[src/rtl/adc_ts_pkg.sv]
package adc_ts_pkg;

  typedef enum logic [2:0] {
    ST_OFF   = 3'd0,
    ST_PWRUP = 3'd1,
    ST_IDLE  = 3'd2,
    ST_ACQ   = 3'd3,
    ST_CONV  = 3'd4
  } seq_st_t;

  localparam logic [2:0] GND_SEL = 3'd7;

  // Returns {pos, neg} for a configuration code.
  function automatic logic [5:0] mux_decode(input logic diff, input logic [2:0] code);
    logic [2:0] p;
    logic [2:0] n;
    if (diff) begin
      p = (code == 3'd2) ? 3'd2 : 3'd0;
      n = p + 3'd1;
    end else begin
      p = (code <= 3'd4) ? code : 3'd0;
      n = GND_SEL;
    end
    return {p, n};
  endfunction

endpackage

[src/rtl/adc_ts_sync.sv]
module adc_ts_sync #(
  parameter int STAGES = 2
) (
  input  logic clk,
  input  logic rst_n,
  input  logic din,
  output logic rise,
  output logic fall
);
  logic [STAGES:0] sh;

  always_ff @(posedge clk or negedge rst_n) begin
    if (!rst_n) sh <= '0;
    else        sh <= {sh[STAGES-1:0], din};
  end

  assign rise = sh[STAGES-1] & ~sh[STAGES];
  assign fall = ~sh[STAGES-1] & sh[STAGES];
endmodule

[src/rtl/adc_ts_mux.sv]
module adc_ts_mux
  import adc_ts_pkg::*;
(
  input  logic       diff_mode,
  input  logic [2:0] mux_code,
  output logic [2:0] pos_sel,
  output logic [2:0] neg_sel
);
  logic [5:0] dec;
  assign dec     = mux_decode(diff_mode, mux_code);
  assign pos_sel = dec[5:3];
  assign neg_sel = dec[2:0];
endmodule

[src/rtl/adc_ts_fsm.sv]
module adc_ts_fsm
  import adc_ts_pkg::*;
#(
  parameter int PWR_CYC = 4,
  parameter int ACQ_CYC = 3,
  parameter int RES_W   = 12
) (
  input  logic             clk,
  input  logic             rst_n,
  input  logic             rise,
  input  logic             fall,
  input  logic             dual_edge,
  input  logic             auto_off,
  input  logic             cmp_in,
  output logic             pwr_en,
  output logic             track,
  output logic [RES_W-1:0] result,
  output logic             done,
  output logic             conv_active,
  output logic             acq_active
);
  localparam int MAXC = (PWR_CYC > ACQ_CYC) ? ((PWR_CYC > RES_W) ? PWR_CYC : RES_W)
                                            : ((ACQ_CYC > RES_W) ? ACQ_CYC : RES_W);
  localparam int CW = $clog2(MAXC + 1);
  localparam logic [CW-1:0] PWR_LAST = CW'(PWR_CYC - 1);
  localparam logic [CW-1:0] ACQ_LAST = CW'(ACQ_CYC - 1);
  localparam logic [CW-1:0] RES_LAST = CW'(RES_W - 1);

  seq_st_t          st;
  logic [CW-1:0]    cnt;
  logic             pend;
  logic [RES_W-1:0] sar;
  logic             idle_go;
  logic             acq_go;

  assign idle_go = dual_edge ? rise : fall;
  assign acq_go  = dual_edge ? (pend | fall) : 1'b1;

  always_ff @(posedge clk or negedge rst_n) begin
    if (!rst_n) begin
      st     <= ST_OFF;
      cnt    <= '0;
      pend   <= 1'b0;
      sar    <= '0;
      result <= '0;
      done   <= 1'b0;
    end else begin
      done <= 1'b0;
      case (st)
        ST_OFF: if (rise) begin
          st   <= ST_PWRUP;
          cnt  <= '0;
          pend <= 1'b0;
        end
        ST_PWRUP: begin
          if (dual_edge && fall) pend <= 1'b1;
          if (cnt == PWR_LAST) begin
            st  <= ST_ACQ;
            cnt <= '0;
          end else cnt <= cnt + 1'b1;
        end
        ST_IDLE: if (idle_go) begin
          st   <= ST_ACQ;
          cnt  <= '0;
          pend <= 1'b0;
        end
        ST_ACQ: begin
          if (dual_edge && fall) pend <= 1'b1;
          if (cnt != ACQ_LAST) cnt <= cnt + 1'b1;
          else if (acq_go) begin
            st   <= ST_CONV;
            cnt  <= '0;
            pend <= 1'b0;
            sar  <= '0;
          end
        end
        ST_CONV: begin
          sar <= {sar[RES_W-2:0], cmp_in};
          if (cnt == RES_LAST) begin
            result <= {sar[RES_W-2:0], cmp_in};
            done   <= 1'b1;
            st     <= auto_off ? ST_OFF : ST_IDLE;
            cnt    <= '0;
          end else cnt <= cnt + 1'b1;
        end
        default: st <= ST_OFF;
      endcase
    end
  end

  assign pwr_en      = (st != ST_OFF);
  assign track       = (st == ST_IDLE) || (st == ST_ACQ);
  assign conv_active = (st == ST_CONV);
  assign acq_active  = (st == ST_ACQ);
endmodule

[src/rtl/adc_trig_seq.sv]
module adc_trig_seq #(
  parameter int N_TMR   = 4,
  parameter int PWR_CYC = 4,
  parameter int ACQ_CYC = 3,
  parameter int RES_W   = 12
) (
  input  logic             clk,
  input  logic             rst_n,
  input  logic [2:0]       src_sel,
  input  logic             sw_start,
  input  logic             ext_start,
  input  logic [N_TMR-1:0] tmr_start,
  input  logic             dual_edge,
  input  logic             auto_off,
  input  logic             diff_mode,
  input  logic [2:0]       mux_code,
  input  logic             cmp_in,
  output logic             pwr_en,
  output logic             track,
  output logic [2:0]       pos_sel,
  output logic [2:0]       neg_sel,
  output logic [RES_W-1:0] result,
  output logic             done
);
  logic src_raw;
  logic src_rise;
  logic src_fall;
  logic conv_active;
  logic acq_active;

  always_comb begin
    src_raw = 1'b0;
    if (src_sel == 3'd0) src_raw = sw_start;
    if (src_sel == 3'd1) src_raw = ext_start;
    for (int i = 0; i < N_TMR; i++)
      if (32'(src_sel) == i + 2) src_raw = tmr_start[i];
  end

  adc_ts_sync #(.STAGES(2)) u_sync (
    .clk(clk), .rst_n(rst_n), .din(src_raw), .rise(src_rise), .fall(src_fall)
  );

  adc_ts_fsm #(.PWR_CYC(PWR_CYC), .ACQ_CYC(ACQ_CYC), .RES_W(RES_W)) u_fsm (
    .clk(clk), .rst_n(rst_n), .rise(src_rise), .fall(src_fall),
    .dual_edge(dual_edge), .auto_off(auto_off), .cmp_in(cmp_in),
    .pwr_en(pwr_en), .track(track), .result(result), .done(done),
    .conv_active(conv_active), .acq_active(acq_active)
  );

  adc_ts_mux u_mux (
    .diff_mode(diff_mode), .mux_code(mux_code), .pos_sel(pos_sel), .neg_sel(neg_sel)
  );
endmodule

[config.mk]
export PLATFORM = sky130hd
export DESIGN_NAME = adc_trig_seq
export DESIGN_NICKNAME = d
export VERILOG_FILES = /design/src/rtl/adc_ts_pkg.sv /design/src/rtl/adc_ts_sync.sv /design/src/rtl/adc_ts_mux.sv /design/src/rtl/adc_ts_fsm.sv /design/src/rtl/adc_trig_seq.sv
export SDC_FILE = /design/constraint.sdc
export NUM_CORES = 1
export LEC_CHECK = 0
export BUFFER_PORTS_ARGS = -buffer_cell sky130_fd_sc_hd__buf_2
export CAP_MARGIN = 20
export CORE_UTILIZATION = 47
export CTS_CLUSTER_SIZE = 30
export DETAILED_ROUTE_END_ITERATION = 16
export PLACE_DENSITY = 0.84
export SLEW_MARGIN = 5
export SYNTH_ARGS = -nofsm -noshare
export SYNTH_HDL_FRONTEND = slang
export SYNTH_SLANG_ARGS = --single-unit
[constraint.sdc]
create_clock -name clk -period 1.8 [get_ports clk]
set_input_delay 0.18 -clock clk [delete_from_list [all_inputs] [get_ports clk]]
set_output_delay 0.18 -clock clk [all_outputs]
set_load 0.1 [all_outputs]
==> After elaboration in Yosys (flattened, before gate mapping) <==
Index checks and enable logic that the tools add are counted.
{ "totals": {"reg_bits": 35, "inputBits": 18, "out_inout_bits": 21, "elab_cells": 86} }
{ "classes": {"addsub": 2, "magnitude_cmp": 1, "n_eq_ne": 20, "n_mux": 38, "n_bitwise": 5, "n_reduce_logical": 13} }
{ "ops": {"columns": ["operator", "n"], "rows": [
  ["3-bit 2-to-1 mux", 9],
  ["4-bit 2-to-1 mux", 6],
  ["11-bit 2-to-1 mux", 2],
  ["11-bit one-hot mux with 2 select lines", 1],
  ["4-bit one-hot mux with 5 select lines", 1],
  ["3-bit by 2-bit == test with 1-bit output (second input constant)", 5],
  ["1-bit 2-to-1 mux", 15],
  ["3-bit one-hot mux with 5 select lines", 1],
  ["2-bit by 1-bit != test with 1-bit output (second input constant)", 5],
  ["3-bit == test (second input constant)", 3],
  ["3-bit by 1-bit == test with 1-bit output (second input constant)", 2],
  ["3-bit zero test", 2],
  ["3-bit AND reduction", 2],
  ["6-bit AND reduction", 1],
  ["5-bit nonzero test", 1],
  ["4-bit by 1-bit adder with 4-bit output (second input constant)", 1],
  ["4-bit by 2-bit == test with 1-bit output (second input constant)", 1],
  ["4-bit == test (second input constant)", 1],
  ["2-bit 2-to-1 mux", 2],
  ["4-bit by 2-bit != test with 1-bit output (second input constant)", 1],
  ["1-bit one-hot mux with 4 select lines", 1],
  ["4-bit AND reduction", 1],
  ["4-bit nonzero test", 1],
  ["3-bit by 1-bit adder with 3-bit output (second input constant)", 1],
  ["11 further kinds", 13]
]} }

==> Longest topological paths before layout <==
Gate-level depths: netlist of the first run.
{ "depth": {"word_depth": 7, "mapped_depth": 7} }

==> By module <==
Synthesis of the first run repeated with hierarchy kept, for this count alone.
{ "unflattened": {"cells_unflattened": 131, "hier_area_um2": 1632.8} }
{ "by_module_without_submodules": {"columns": ["mod", "n_inst", "cells_per_inst", "area_each_um2", "seq_area_each_um2"], "rows": [
  ["adc_ts_fsm", 1, 114, 1441.4, 800.8],
  ["adc_ts_sync", 1, 5, 90.1, 75.1],
  ["adc_ts_mux", 1, 8, 53.8, 0.0],
  ["adc_trig_seq", 1, 4, 47.5, 0.0]
]} }

==> Least setup slack after synthesis of the first run <==
No wires, ideal clock.
{ "synth_timing": {"path_kind": "in2out", "startpoint": "input mux_code[1]", "endpoint": "output neg_sel[1]", "t_arrival_ns": 3.437, "t_required_ns": 1.620, "setup_slack_ns": -1.817, "cell_stages": 3, "path_cell_list": "inv_1 > a211oi_1 > nand2b_1"} }
{ "synth_via": {"elab_chain_len": 4} }
{ "synth_rtl": {"columns": ["item", "line_no", "text"], "rows": [
  ["start: declaration", "adc_trig_seq.sv:16", "input logic [2:0] mux_code,"],
  ["3-bit by 2-bit == test with 1-bit output", "adc_ts_pkg.sv:18", "p = (code == 3'd2) ? 3'd2 : 3'd0;"],
  ["2-bit 2-to-1 mux", "adc_ts_pkg.sv:18", null],
  ["3-bit by 1-bit adder with 3-bit output", "adc_ts_pkg.sv:19", "n = p + 3'd1;"],
  ["3-bit 2-to-1 mux", "adc_ts_pkg.sv:17", "if (diff) begin"],
  ["end: declaration", "adc_trig_seq.sv:21", "output logic [2:0] neg_sel,"]
]} }
No other way between the ends.

==> Worst setup path in the final report of the first run <==
{ "layout_timing": {"startpoint": "register u_fsm.st[1]", "endpoint": "output pwr_en"} }
{ "layout_via": {"elab_chain_len": 1} }
{ "layout_rtl": {"columns": ["item", "line_no", "text"], "rows": [
  ["start: declaration", "adc_ts_fsm.sv:29", "seq_st_t st;"],
  ["start signal: assignment", "adc_ts_fsm.sv:82", "st <= auto_off ? ST_OFF : ST_IDLE;"],
  ["3-bit nonzero test", "adc_ts_fsm.sv:91", "assign pwr_en = (st != ST_OFF);"],
  ["end: declaration", "adc_trig_seq.sv:18", "output logic pwr_en,"]
]} }
No other way between the ends.

==> results.txt, run 1 <==
Result of the run: complete, no violations
Total cell area at the placement stage: 0.00188 mm2
Post-DP HPWL: 2300 um
Dominant cells by area after synthesis: sky130_fd_sc_hd__dfrtp_1, sky130_fd_sc_hd__a22o_1, sky130_fd_sc_hd__mux2_2, sky130_fd_sc_hd__mux2_1, sky130_fd_sc_hd__o21ai_0
Total number of placement rows: 20
Syn nets: 153
Number of placed cells counting well taps: 210
Synth top cells by count: sky130_fd_sc_hd__dfrtp_1, sky130_fd_sc_hd__a22o_1, sky130_fd_sc_hd__o21ai_0
Final cycle utilization of the critical path: 96.7%
Mean cell area of the mapped netlist: 12.2 um2
Clock transition at the registers of the reported paths: 110 ps
Flip-flop cell with the highest count after synthesis: sky130_fd_sc_hd__dfrtp_1
Setup tns final: 0 ps
Clock network latency to the later pin of the worst-skew pair: 340 ps
Endpoint arrival time on the critical path: 1560 ps
Iteration-0 DRC count of the detailed router: 16
Power per cell area: 1230 mW/mm2
Initial antenna violation count: 0
Total overflow reported by the global router: 0
Setup crit start kind: flop
Number of synthesized flops with an enable pin: 0
Fraction of registers with async set or reset after synthesis: 100%
Clock sink count: 35
Depth of the critical timing path with buffers and inverters included: 3
Clock root buffer: sky130_fd_sc_hd__clkbuf_4
Static leakage: 0.00102 uW
CP endpoint kind: output port
Final Instance Count excl. Fillers: 220
Critical path startpoint: u_fsm.st[1]
Detail-routed via count per cell: 5.57
Final #Nets: 195
Final design instance area without fill: 0.00202 mm2
Tightest slew margin relative to the limit: 50.3%
GRT Resource Usage Total: 20.0%
Initial standard-cell utilization of the core: 51.3%
Post-synthesis sequential area ratio: 54.1%
Global-route wire length before repair: 5200 um
Hold WC Path Type: input port to flop
Die Y: 60.7 um
Max Transition Viols Final: 0
Buffers added on ports: 37
Number of primary I/O pins: 39
Full die area: 0.00368 mm2
Largest voltage drop on the vdd net: 0.811 mV
Number of detailed-route iterations in the first pass: 4
CTS tree: yes
FF-to-FF Start: u_fsm.cnt[1]
Horizontal die dimension: 60.7 um
Setup repair after global routing missed its margin: yes
Syn Std Cell Area: 0.00162 mm2
Final critical delay including setup and external delays: 1740 ps
Count of buffer and inverter cells on the critical path: 2
Delay-heaviest family, CP: flip-flops
Share of the synthesized area in the top cell type: 54.1%
Number of failing setup endpoints in the final timing report: 0
Post-route worst hold slack: 77.4 ps
CP Class: flop to output port
Number of H-tree levels: 2
Count of antenna-violating nets left after detailed routing: 0
Placeable core area: 0.00315 mm2
Delay contributed by the slowest stage of the critical path: 470 ps
Global placement routability congestion: 0.884
Setup slack on the worst flop-to-flop path: 60 ps
Most area-hungry cell type in the Yosys netlist: sky130_fd_sc_hd__dfrtp_1
Worst Max-Slew Pin Slew: 746 ps
End of the worst register-to-register path: u_fsm.st[1]
Final Hold Fails: 0
Count of yosys warnings during synthesis: 0
Final routed DRC violation total: 0
Number of fill cells in the layout: 264
Fraction of final layout cells sized beyond drive strength 1: 40.9%
Relative area change from synthesis to final layout: 24.8%
Slowest cell on crit path: sky130_fd_sc_hd__dfrtp_2
Crit path capture: pwr_en
Vias in the first global route: 1,189
Dominant cell by count in the synthesized netlist: sky130_fd_sc_hd__dfrtp_1
Max-cap violations: 0
Post-synthesis cell type count: 43
Worst-path cell chain: buf_4 -> or3_1 -> buf_6
Max Fanout on Critical Path: 6
Number of buffers created by CTS: 5
Worst EP required: 1620 ps
Maximum number of pins on one net before global-route repair: 36
Flops & latches, synth: 35
Count of inserted antenna diode cells: 0
Highest clock frequency the design can meet: 574 MHz
Cells after Synth: 133
Bufs on Longest Clock Path: 2
Avg WL per Cell: 14.1 um
Overall via count from detail_route: 1,225
Worst Clk Skew: 9.93 ps
Length in cells of the worst reg-to-reg path: 5
Total length of routed wires: 3100 um
## metrics by stage
stage	worst slack, ps	total power, uW	util (%)
2_1_floorplan	-361	1580	-
3_3_place_gp	63.2	1700	59.7
3_5_place_dp	-132	1750	59.7
4_1_cts	2.62	2460	63.5
5_1_grt	-24.5	2620	64.0
6_report	58.9	2470	64.0
## placed cells by master, fill, tap and decap left out, types with 2 or more instances in the layout
cell type and count:
sky130_fd_sc_hd__inv_1 8, sky130_fd_sc_hd__nor3_1 2, sky130_fd_sc_hd__nor2_1 4, sky130_fd_sc_hd__buf_2 36
sky130_fd_sc_hd__nor2b_1 3, sky130_fd_sc_hd__clkbuf_4 5, sky130_fd_sc_hd__o21ai_1 4, sky130_fd_sc_hd__a211oi_1 2
sky130_fd_sc_hd__a21oi_1 2, sky130_fd_sc_hd__dfrtp_1 34, sky130_fd_sc_hd__mux2_1 5, sky130_fd_sc_hd__bufinv_16 2
sky130_fd_sc_hd__nand2b_1 3, sky130_fd_sc_hd__buf_4 4, sky130_fd_sc_hd__nand2_1 2, sky130_fd_sc_hd__a22o_1 11
sky130_fd_sc_hd__mux2_2 8, sky130_fd_sc_hd__o21ai_0 5
## registers in the layout, indices dropped and copies added, names as in the netlist
register / flops
u_fsm.cnt: 4
u_fsm.done: 1
u_fsm.pend: 1
u_fsm.result: 12
u_fsm.sar: 11
u_fsm.st: 3
u_sync.sh: 3
## cell families after synthesis
family                   share of synthesized area (%)
AO/OA/AOI/OAI                                     15.8
adder cells (fa/ha/maj)                           1.55
buffers and inverters                             5.18
flip-flops                                        54.1
multiplexers                                      11.1
other                                            0.232
AND/OR/NAND/NOR                                   12.1
## final cells by class
class / count / area, um2 / area share [%]
tap: 44 / 55.1 / 2.73
clock buffer: 6 / 41.3 / 2.04
sequential: 35 / 877 / 43.4
timing repair buffer: 43 / 251 / 12.5
inverter: 8 / 30.0 / 1.49
clock inverter: 2 / 60.1 / 2.97
multi-input combinational: 82 / 704 / 34.9
## power breakdown
| part | internal (uW) | switching (uW) | total (uW) |
|---|---|---|---|
| Combinational | 301 | 486 | 788 |
| Clock | 433 | 255 | 688 |
| Sequential | 879 | 120 | 998 |
## layer usage
layer	vias up	wire [um]	global-route usage (%)
li1	567	-	-
met1	596	1280	23.5
met2	51	1580	32.5
met3	11	157	6.40
met4	0	86	11.0
met5	-	0	0
## how the worst min path moves through the flow
| stage | slack, ps | depth (start not counted) | endpoint | startpoint |
|---|---|---|---|---|
| 2_1_floorplan | -120 | 0 | u_fsm.cnt[0] | rst_n |
| 3_3_place_gp | 280 | 1 | u_sync.sh[1] | rst_n |
| 3_5_place_dp | 300 | 1 | u_fsm.cnt[0] | rst_n |
| 4_1_cts | 70 | 2 | u_fsm.sar[0] | cmp_in |
| 5_1_grt | 60 | 2 | u_fsm.sar[0] | cmp_in |
| 6_report | 80 | 2 | u_fsm.sar[0] | cmp_in |
## what timing repair did
item	in CTS	in global routing
buffers inserted	0	1
hold buffers	1	0
pin swaps	0	1
gates resized for setup	3	7
endpoints found under the hold margin	35	0
endpoints found under the setup margin	13	17
Power figures use the tool's default switching activity.
==> inputs of run 2 (changes only) <==
CORE_UTILIZATION = 50   (was 47)
GPL_TIMING_DRIVEN = 0   (was default)
PLACE_DENSITY = 0.85   (was 0.84)
clock period = 2.2 ns   (was 1.8 ns; I/O delays follow)
==> run 2 against run 1 <==
Compared with the run above:
- routed wire length down 1.6%
- core utilization up 0.34 points
- first-iteration DRC count up 88%
- combinational power down 19%
- clock skew down 3.2 ps
- power down 24%
- critical endpoint is now u_fsm.cnt[2]
==> results.txt, run 2 (same netlist as run 1, synthesis figures left out) <==
Largest voltage drop on the vdd net: 0.538 mV (was 0.811 mV)
Worst Hold Depth: 2 (unchanged)
Final #Nets: 198 (was 195)
Static leakage: 0.00101 uW (was 0.00102 uW)
Register with the highest flop count: u_fsm.result (unchanged)
Number of detailed-route iterations in the first pass: 4 (unchanged)
Vias in the first global route: 1,196 (was 1,189)
Post-CTS sizing: 0 (was 3)
Most common cell after layout, fill and taps aside: sky130_fd_sc_hd__buf_2 (unchanged)
Die Y: 58.9 um (was 60.7 um)
End of the worst register-to-register path: u_fsm.cnt[2] (was u_fsm.st[1])
Result of the run: complete, no violations (unchanged)
FF-to-FF Start: u_fsm.cnt[0] (was u_fsm.cnt[1])
Number of primary I/O pins: 39 (unchanged)
Overall via count from detail_route: 1,220 (was 1,225)
Length in cells of the worst reg-to-reg path: 5 (unchanged)
Global placement routability congestion: 0.824 (was 0.884)
Setup slack on the worst flop-to-flop path: 370 ps (was 60 ps)
Final critical delay including setup and external delays: 1830 ps
Setup crit start kind: flop (unchanged)
Number of H-tree levels: 2 (unchanged)
Post-DP HPWL: 2260 um (was 2300 um)
CP Class: flop to flop (was flop to output port)
Total length of routed wires: 3050 um (was 3100 um)
HP Start: src_sel[2] (was cmp_in)
Routing usage on met3: 3.30% (was 6.40%)
Max Transition Viols Final: 0 (unchanged)
Power per cell area: 959 mW/mm2 (was 1230 mW/mm2)
Buffers added on ports: 37 (unchanged)
Hold Crit Endpoint: u_sync.sh[0] (was u_fsm.sar[0])
Clock sink count: 35 (unchanged)
Horizontal die dimension: 58.9 um (was 60.7 um)
Slowest cell on crit path: sky130_fd_sc_hd__or4b_4 (was sky130_fd_sc_hd__dfrtp_2)
Worst-path cell chain: ha_1 -> or4b_4 -> a32o_2 -> o21ai_0 -> o21ai_0 (was buf_4 -> or3_1 -> buf_6)
CTS tree: yes (unchanged)
Total overflow reported by the global router: 0 (unchanged)
Clock transition at the registers of the reported paths: 100 ps (was 110 ps)
Clock network latency to the later pin of the worst-skew pair: 340 ps (about the same)
Initial standard-cell utilization of the core: 53.0% (was 51.3%)
Fraction of final layout cells sized beyond drive strength 1: 39.1% (was 40.9%)
Detail-routed via count per cell: 5.47 (was 5.57)
Worst EP required: 2400 ps (was 1620 ps)
Count of buffer and inverter cells on the critical path: 0 (was 2)
Global routing met1 resource utilization: 23.3% (was 23.5%)
Iteration-0 DRC count of the detailed router: 30 (was 16)
Highest clock frequency the design can meet: 546 MHz
Final Instance Count excl. Fillers: 223 (was 220)
Final cycle utilization of the critical path: 83.3%
Flip-flop count of the largest register after layout: 12 (unchanged)
Largest regs: u_fsm.result (12), u_fsm.sar (11), u_fsm.cnt (4) (unchanged)
Clock root buffer: sky130_fd_sc_hd__clkbuf_4 (unchanged)
Delay contributed by the slowest stage of the critical path: 480 ps (was 470 ps)
Number of buffers created by CTS: 5 (unchanged)
Max-cap violations: 0 (unchanged)
Tightest slew margin relative to the limit: 50.9% (was 50.3%)
Global-route wire length before repair: 5120 um (was 5200 um)
Full die area: 0.00347 mm2 (was 0.00368 mm2)
Bufs on Longest Clock Path: 2 (unchanged)
Share of the core filled with cells in the final layout: 64.4% (was 64.0%)
Placeable core area: 0.00305 mm2 (was 0.00315 mm2)
Hold WC Path Type: input port to flop (unchanged)
Worst path most repeated cell: sky130_fd_sc_hd__o21ai_0
Critical path startpoint: u_fsm.cnt[0] (was u_fsm.st[1])
Setup repair after global routing missed its margin: no (was yes)
Count of inserted antenna diode cells: 0 (unchanged)
Relative area change from synthesis to final layout: 21.5% (was 24.8%)
Initial antenna violation count: 0 (unchanged)
Total number of placement rows: 20 (unchanged)
Gr busiest metal: met2 (unchanged)
Maximum number of pins on one net before global-route repair: 36 (unchanged)
Number of placed cells counting well taps: 214 (was 210)
Final routed DRC violation total: 0 (unchanged)
Avg WL per Cell: 13.7 um (was 14.1 um)
CP endpoint kind: flop (was output port)
Number of failing setup endpoints in the final timing report: 0 (unchanged)
Met2 demand-to-capacity share in global routing: 34.7% (was 32.5%)
Setup tns final: 0 ps (unchanged)
Worst Max-Slew Pin Slew: 736 ps (was 746 ps)
Most frequent cells in the layout: sky130_fd_sc_hd__buf_2, sky130_fd_sc_hd__dfrtp_1, sky130_fd_sc_hd__a22o_1, sky130_fd_sc_hd__o21ai_0 (was sky130_fd_sc_hd__buf_2, sky130_fd_sc_hd__dfrtp_1, sky130_fd_sc_hd__a22o_1, sky130_fd_sc_hd__inv_1, sky130_fd_sc_hd__mux2_2)
Endpoint arrival time on the critical path: 2030 ps (was 1560 ps)
Delay-heaviest family, CP: compound AO/OA/AOI/OAI gates (was flip-flops)
Worst Clk Skew: 6.72 ps (was 9.93 ps)
Final Hold Fails: 0 (unchanged)
GRT Resource Usage Total: 20.0% (about the same)
Count of antenna-violating nets left after detailed routing: 0 (unchanged)
Max Fanout on Critical Path: 6 (unchanged)
## run 2: what timing repair did
item                      in CTS  in global routing
buffers inserted               0                  0
hold buffers                   1                  0
hold endpoints to repair      35                  0
## run 2: worst max path at each step
stage / endpoint / slack, ps / cells after the start
after floorplan: neg_sel[1] / -470 / 3
after global placement: u_fsm.result[3] / 430 / 6
after detailed placement: u_fsm.result[7] / 390 / 6
after CTS: u_fsm.cnt[2] / 350 / 5
after global routing: u_fsm.result[9] / 270 / 6
final: u_fsm.cnt[2] / 370 / 5
## run 2: final cells by class
cell class | instances | area, um2
clock inverter | 3 | 43.8
tap | 44 | 55.1
multi-input combinational | 82 | 674
sequential | 35 | 876
timing repair buffer | 38 | 195
inverter | 8 | 30.0
fill | 257 | 1090
buffer | 8 | 53.8
clock buffer | 5 | 37.5
## run 2: per-stage QoR
| step | cell area [um2] | power (uW) | setup slack, ps | hold slack (ps) |
|---|---|---|---|---|
| after global routing | 1970 | 2000 | 269 | 126 |
| after CTS | 1970 | 1900 | 354 | 125 |
| after detailed placement | 1870 | 1440 | 385 | 330 |
| final | 1970 | 1890 | 368 | 131 |
| after global placement | 1870 | 1390 | 433 | 315 |
| after floorplan | 1630 | 1290 | -470 | -75.6 |
## run 2: power breakdown
group	leakage, uW	switching [uW]	internal (uW)
clock	0.0000452	215	239
sequential	0.000468	71.5	717
combinational	0.000495	410	232
## run 2: metal layers
layer | vias up | share of wire, %
li1 | 571 | -
met1 | 601 | 41
met2 | 40 | 52
met3 | 8 | 4.6
met4 | 0 | 2.5
met5 | - | 0
==> inputs of run 3 (changes only) <==
CORE_UTILIZATION = 47   (was 50)
PLACE_DENSITY = 0.84   (was 0.85)
clock period = 1.56 ns   (was 2.2 ns; I/O delays follow)
==> run 3 against run 2 <==
Compared with the run above:
- the flow now finishes with violations (negative setup slack)
- core utilization up 6.4 points
- cell count up 4.9%
- power up 51%
- critical endpoint is now u_fsm.st[1]
- global-route usage up 4.0 points
- critical path depth unchanged
- register-to-register slack worse by 540 ps
==> results.txt, run 3 (same netlist as run 1, synthesis figures left out) <==
Result of the run: complete, but fails checks (was complete, no violations)
Violated checks: negative setup slack
Final routed DRC violation total: 0 (unchanged)
Clock transition at the registers of the reported paths: 100 ps (about the same)
Relative area change from synthesis to final layout: 38.0% (was 21.5%)
Overall Power: 2850 uW (was 1890 uW)
Fraction of power spent switching nets: 40.2% (was 37.0%)
Detail-routed via count per cell: 5.70 (was 5.47)
Clock network latency to the later pin of the worst-skew pair: 340 ps (about the same)
Total length of routed wires: 4150 um (was 3050 um)
Worst-path cell chain: ha_4 -> or4b_4 -> a32o_2 -> a21oi_2 -> o22ai_1 (was ha_1 -> or4b_4 -> a32o_2 -> o21ai_0 -> o21ai_0)
Count of inserted antenna diode cells: 0 (unchanged)
Final design instance area without fill: 0.00223 mm2 (was 0.00197 mm2)
Vias in the first global route: 1,319 (was 1,196)
Global-route wire length before repair: 6160 um (was 5120 um)
Setup crit start kind: flop (unchanged)
CP Class: flop to flop (unchanged)
Maximum number of pins on one net before global-route repair: 36 (unchanged)
Most frequent cells in the layout: sky130_fd_sc_hd__buf_2, sky130_fd_sc_hd__dfrtp_1, sky130_fd_sc_hd__buf_4, sky130_fd_sc_hd__mux2_4, sky130_fd_sc_hd__a22o_1 (was sky130_fd_sc_hd__buf_2, sky130_fd_sc_hd__dfrtp_1, sky130_fd_sc_hd__a22o_1, sky130_fd_sc_hd__o21ai_0)
Clock root buffer: sky130_fd_sc_hd__clkbuf_4 (unchanged)
Hold WC Path Type: input port to flop (unchanged)
Cell-internal power: 1710 uW (was 1190 uW)
Power per cell area: 1280 mW/mm2 (was 959 mW/mm2)
Largest voltage drop on the vdd net: 0.670 mV (was 0.538 mV)
Final Instance Count excl. Fillers: 234 (was 223)
GRT Resource Usage Total: 23.9% (was 20.0%)
Horizontal die dimension: 60.7 um (was 58.9 um)
Worst Clk Skew: 13.1 ps (was 6.72 ps)
Largest regs: u_fsm.result (12), u_fsm.sar (11), u_fsm.cnt (4) (unchanged)
Clock sink count: 35 (unchanged)
Buffers added on ports: 37 (unchanged)
Total overflow reported by the global router: 0 (unchanged)
Most common cell after layout, fill and taps aside: sky130_fd_sc_hd__buf_2 (unchanged)
Global placement routability congestion: 0.777 (was 0.824)
Setup slack on the worst flop-to-flop path: -170 ps (was 370 ps)
Total cell area at the placement stage: 0.00195 mm2 (was 0.00187 mm2)
Placeable core area: 0.00315 mm2 (was 0.00305 mm2)
Delay contributed by the slowest stage of the critical path: 470 ps (was 480 ps)
Number of primary I/O pins: 39 (unchanged)
Worst EP required: 1790 ps (was 2400 ps)
Initial standard-cell utilization of the core: 51.3% (was 53.0%)
Slowest cell on crit path: sky130_fd_sc_hd__or4b_4 (unchanged)
Avg WL per Cell: 17.7 um (was 13.7 um)
Final Hold Fails: 0 (unchanged)
Register with the highest flop count: u_fsm.result (unchanged)
CP endpoint kind: flop (unchanged)
Iteration-0 DRC count of the detailed router: 88 (was 30)
Max Transition Viols Final: 0 (unchanged)
Number of fill cells in the layout: 214 (was 257)
Sequential share of power: 40.1% (was 41.8%)
Count of antenna-violating nets left after detailed routing: 0 (unchanged)
Number of H-tree levels: 2 (unchanged)
Final critical delay including setup and external delays: 1730 ps (was 1830 ps)
Fraction of final layout cells sized beyond drive strength 1: 53.7% (was 39.1%)
Bufs on Longest Clock Path: 2 (unchanged)
Number of failing setup endpoints in the final timing report: 24 (was 0)
Die Y: 60.7 um (was 58.9 um)
Setup repair after global routing missed its margin: yes (was no)
Endpoint arrival time on the critical path: 1960 ps (was 2030 ps)
Post-route worst hold slack: 68.8 ps (was 131 ps)
Final #Nets: 211 (was 198)
Logic gate share of total power: 44.3% (was 34.1%)
Full die area: 0.00368 mm2 (was 0.00347 mm2)
Final cycle utilization of the critical path: 111% (was 83.3%)
Switching power: 1150 uW (was 697 uW)
Number of buffers created by CTS: 5 (unchanged)
Static leakage: 0.00110 uW (was 0.00101 uW)
Max-cap violations: 0 (unchanged)
Post-DP HPWL: 2270 um (was 2260 um)
CTS tree: yes (unchanged)
Total number of placement rows: 20 (unchanged)
Flip-flop count of the largest register after layout: 12 (unchanged)
Tightest slew margin relative to the limit: 50.1% (was 50.9%)
Max Fanout on Critical Path: 6 (unchanged)
Number of placed cells counting well taps: 214 (unchanged)
Part of the power in the clock network: 15.6% (was 24.1%)
Highest clock frequency the design can meet: 578 MHz (was 546 MHz)
Initial antenna violation count: 0 (unchanged)
Worst Max-Slew Pin Slew: 748 ps (was 736 ps)
Worst Setup Slack, final: -171 ps (was 368 ps)
Number of detailed-route iterations in the first pass: 4 (unchanged)
Overall via count from detail_route: 1,333 (was 1,220)
[run 3: cell count changes in the layout (fill, tap and decap cells not counted), moves of 4 or more]
cell | before | now
sky130_fd_sc_hd__buf_12 | 0 | 4
sky130_fd_sc_hd__buf_4 | 1 | 14
sky130_fd_sc_hd__mux2_2 | 8 | 1
sky130_fd_sc_hd__buf_2 | 41 | 36
sky130_fd_sc_hd__mux2_4 | 0 | 12
sky130_fd_sc_hd__mux2_1 | 5 | 0
sky130_fd_sc_hd__o21ai_0 | 9 | 3
[run 3: worst paths after layout]
| path | from | to | depth (start not counted) |
|---|---|---|---|
| setup reg to reg | u_fsm.cnt[0] | u_fsm.st[1] | 5 |
| min in group asynchronous | rst_n | u_fsm.st[1] | 2 |
| setup / recovery | u_fsm.cnt[0] | u_fsm.st[1] | 5 |
| max in group asynchronous | rst_n | u_fsm.cnt[1] | 2 |
| hold reg to reg | u_sync.sh[0] | u_sync.sh[1] | 0 |
| hold / removal | cmp_in | u_fsm.sar[0] | 2 |
[run 3: area by class of cell]
type                            instances  area (um2)  area share (%)
Multi-Input combinational cell         82         813            36.4
Timing Repair Buffer                   52         340            15.2
Sequential cell                        35         878            39.3
Tap cell                               44        55.1            2.47
Buffer                                  7        73.8            3.31
Inverter                                8        30.0            1.35
Clock buffer                            6        41.3            1.85
[run 3: power by group through the flow]
| stage | combinational, uW | sequential (uW) | clock, uW |
|---|---|---|---|
| floorplan | 746 | 1100 | 0 |
| global placement | 883 | 1110 | 0 |
| detailed placement | 935 | 1130 | 0 |
| CTS | 1100 | 1130 | 433 |
| global route | 1340 | 1150 | 503 |
| finish | 1260 | 1150 | 444 |
[run 3: worst max-delay path: cells and delay by family, from the launching register on]
| family | cells | cell delay [ps] |
|---|---|---|
| adders and majority gates | 1 | 160 |
| DFF | 1 | 440 |
| AOI/OAI and AO/OA | 3 | 540 |
| and+or+nand+nor | 1 | 470 |
[run 3: metrics by stage]
stage	TNS, ps	util (%)	worst slack, ps
4_1_cts	-1000	68.4	-131
2_1_floorplan	-1050	-	-553
3_3_place_gp	-1920	61.7	-153
3_5_place_dp	-2580	61.7	-176
6_report	-1760	70.8	-171
5_1_grt	-3220	70.8	-240
[run 3: repair_timing]
item / CTS / global route
hold buffers: 1 / 0
buffers inserted: 8 / 5
pin swaps: 5 / 4
gates cloned: 2 / 0
resized for setup: 17 / 15
endpoints found under the setup margin: 29 / 31
hold endpoints to repair: 35 / 0
[run 3: per-layer routing]
metal  wire [um]  GRT usage (%)  vias up
li1            -              -      597
met1        1660           26.7      661
met2        2160           40.0       67
met3         227           8.10        8
met4         101           13.6        0
met5           0              0        -
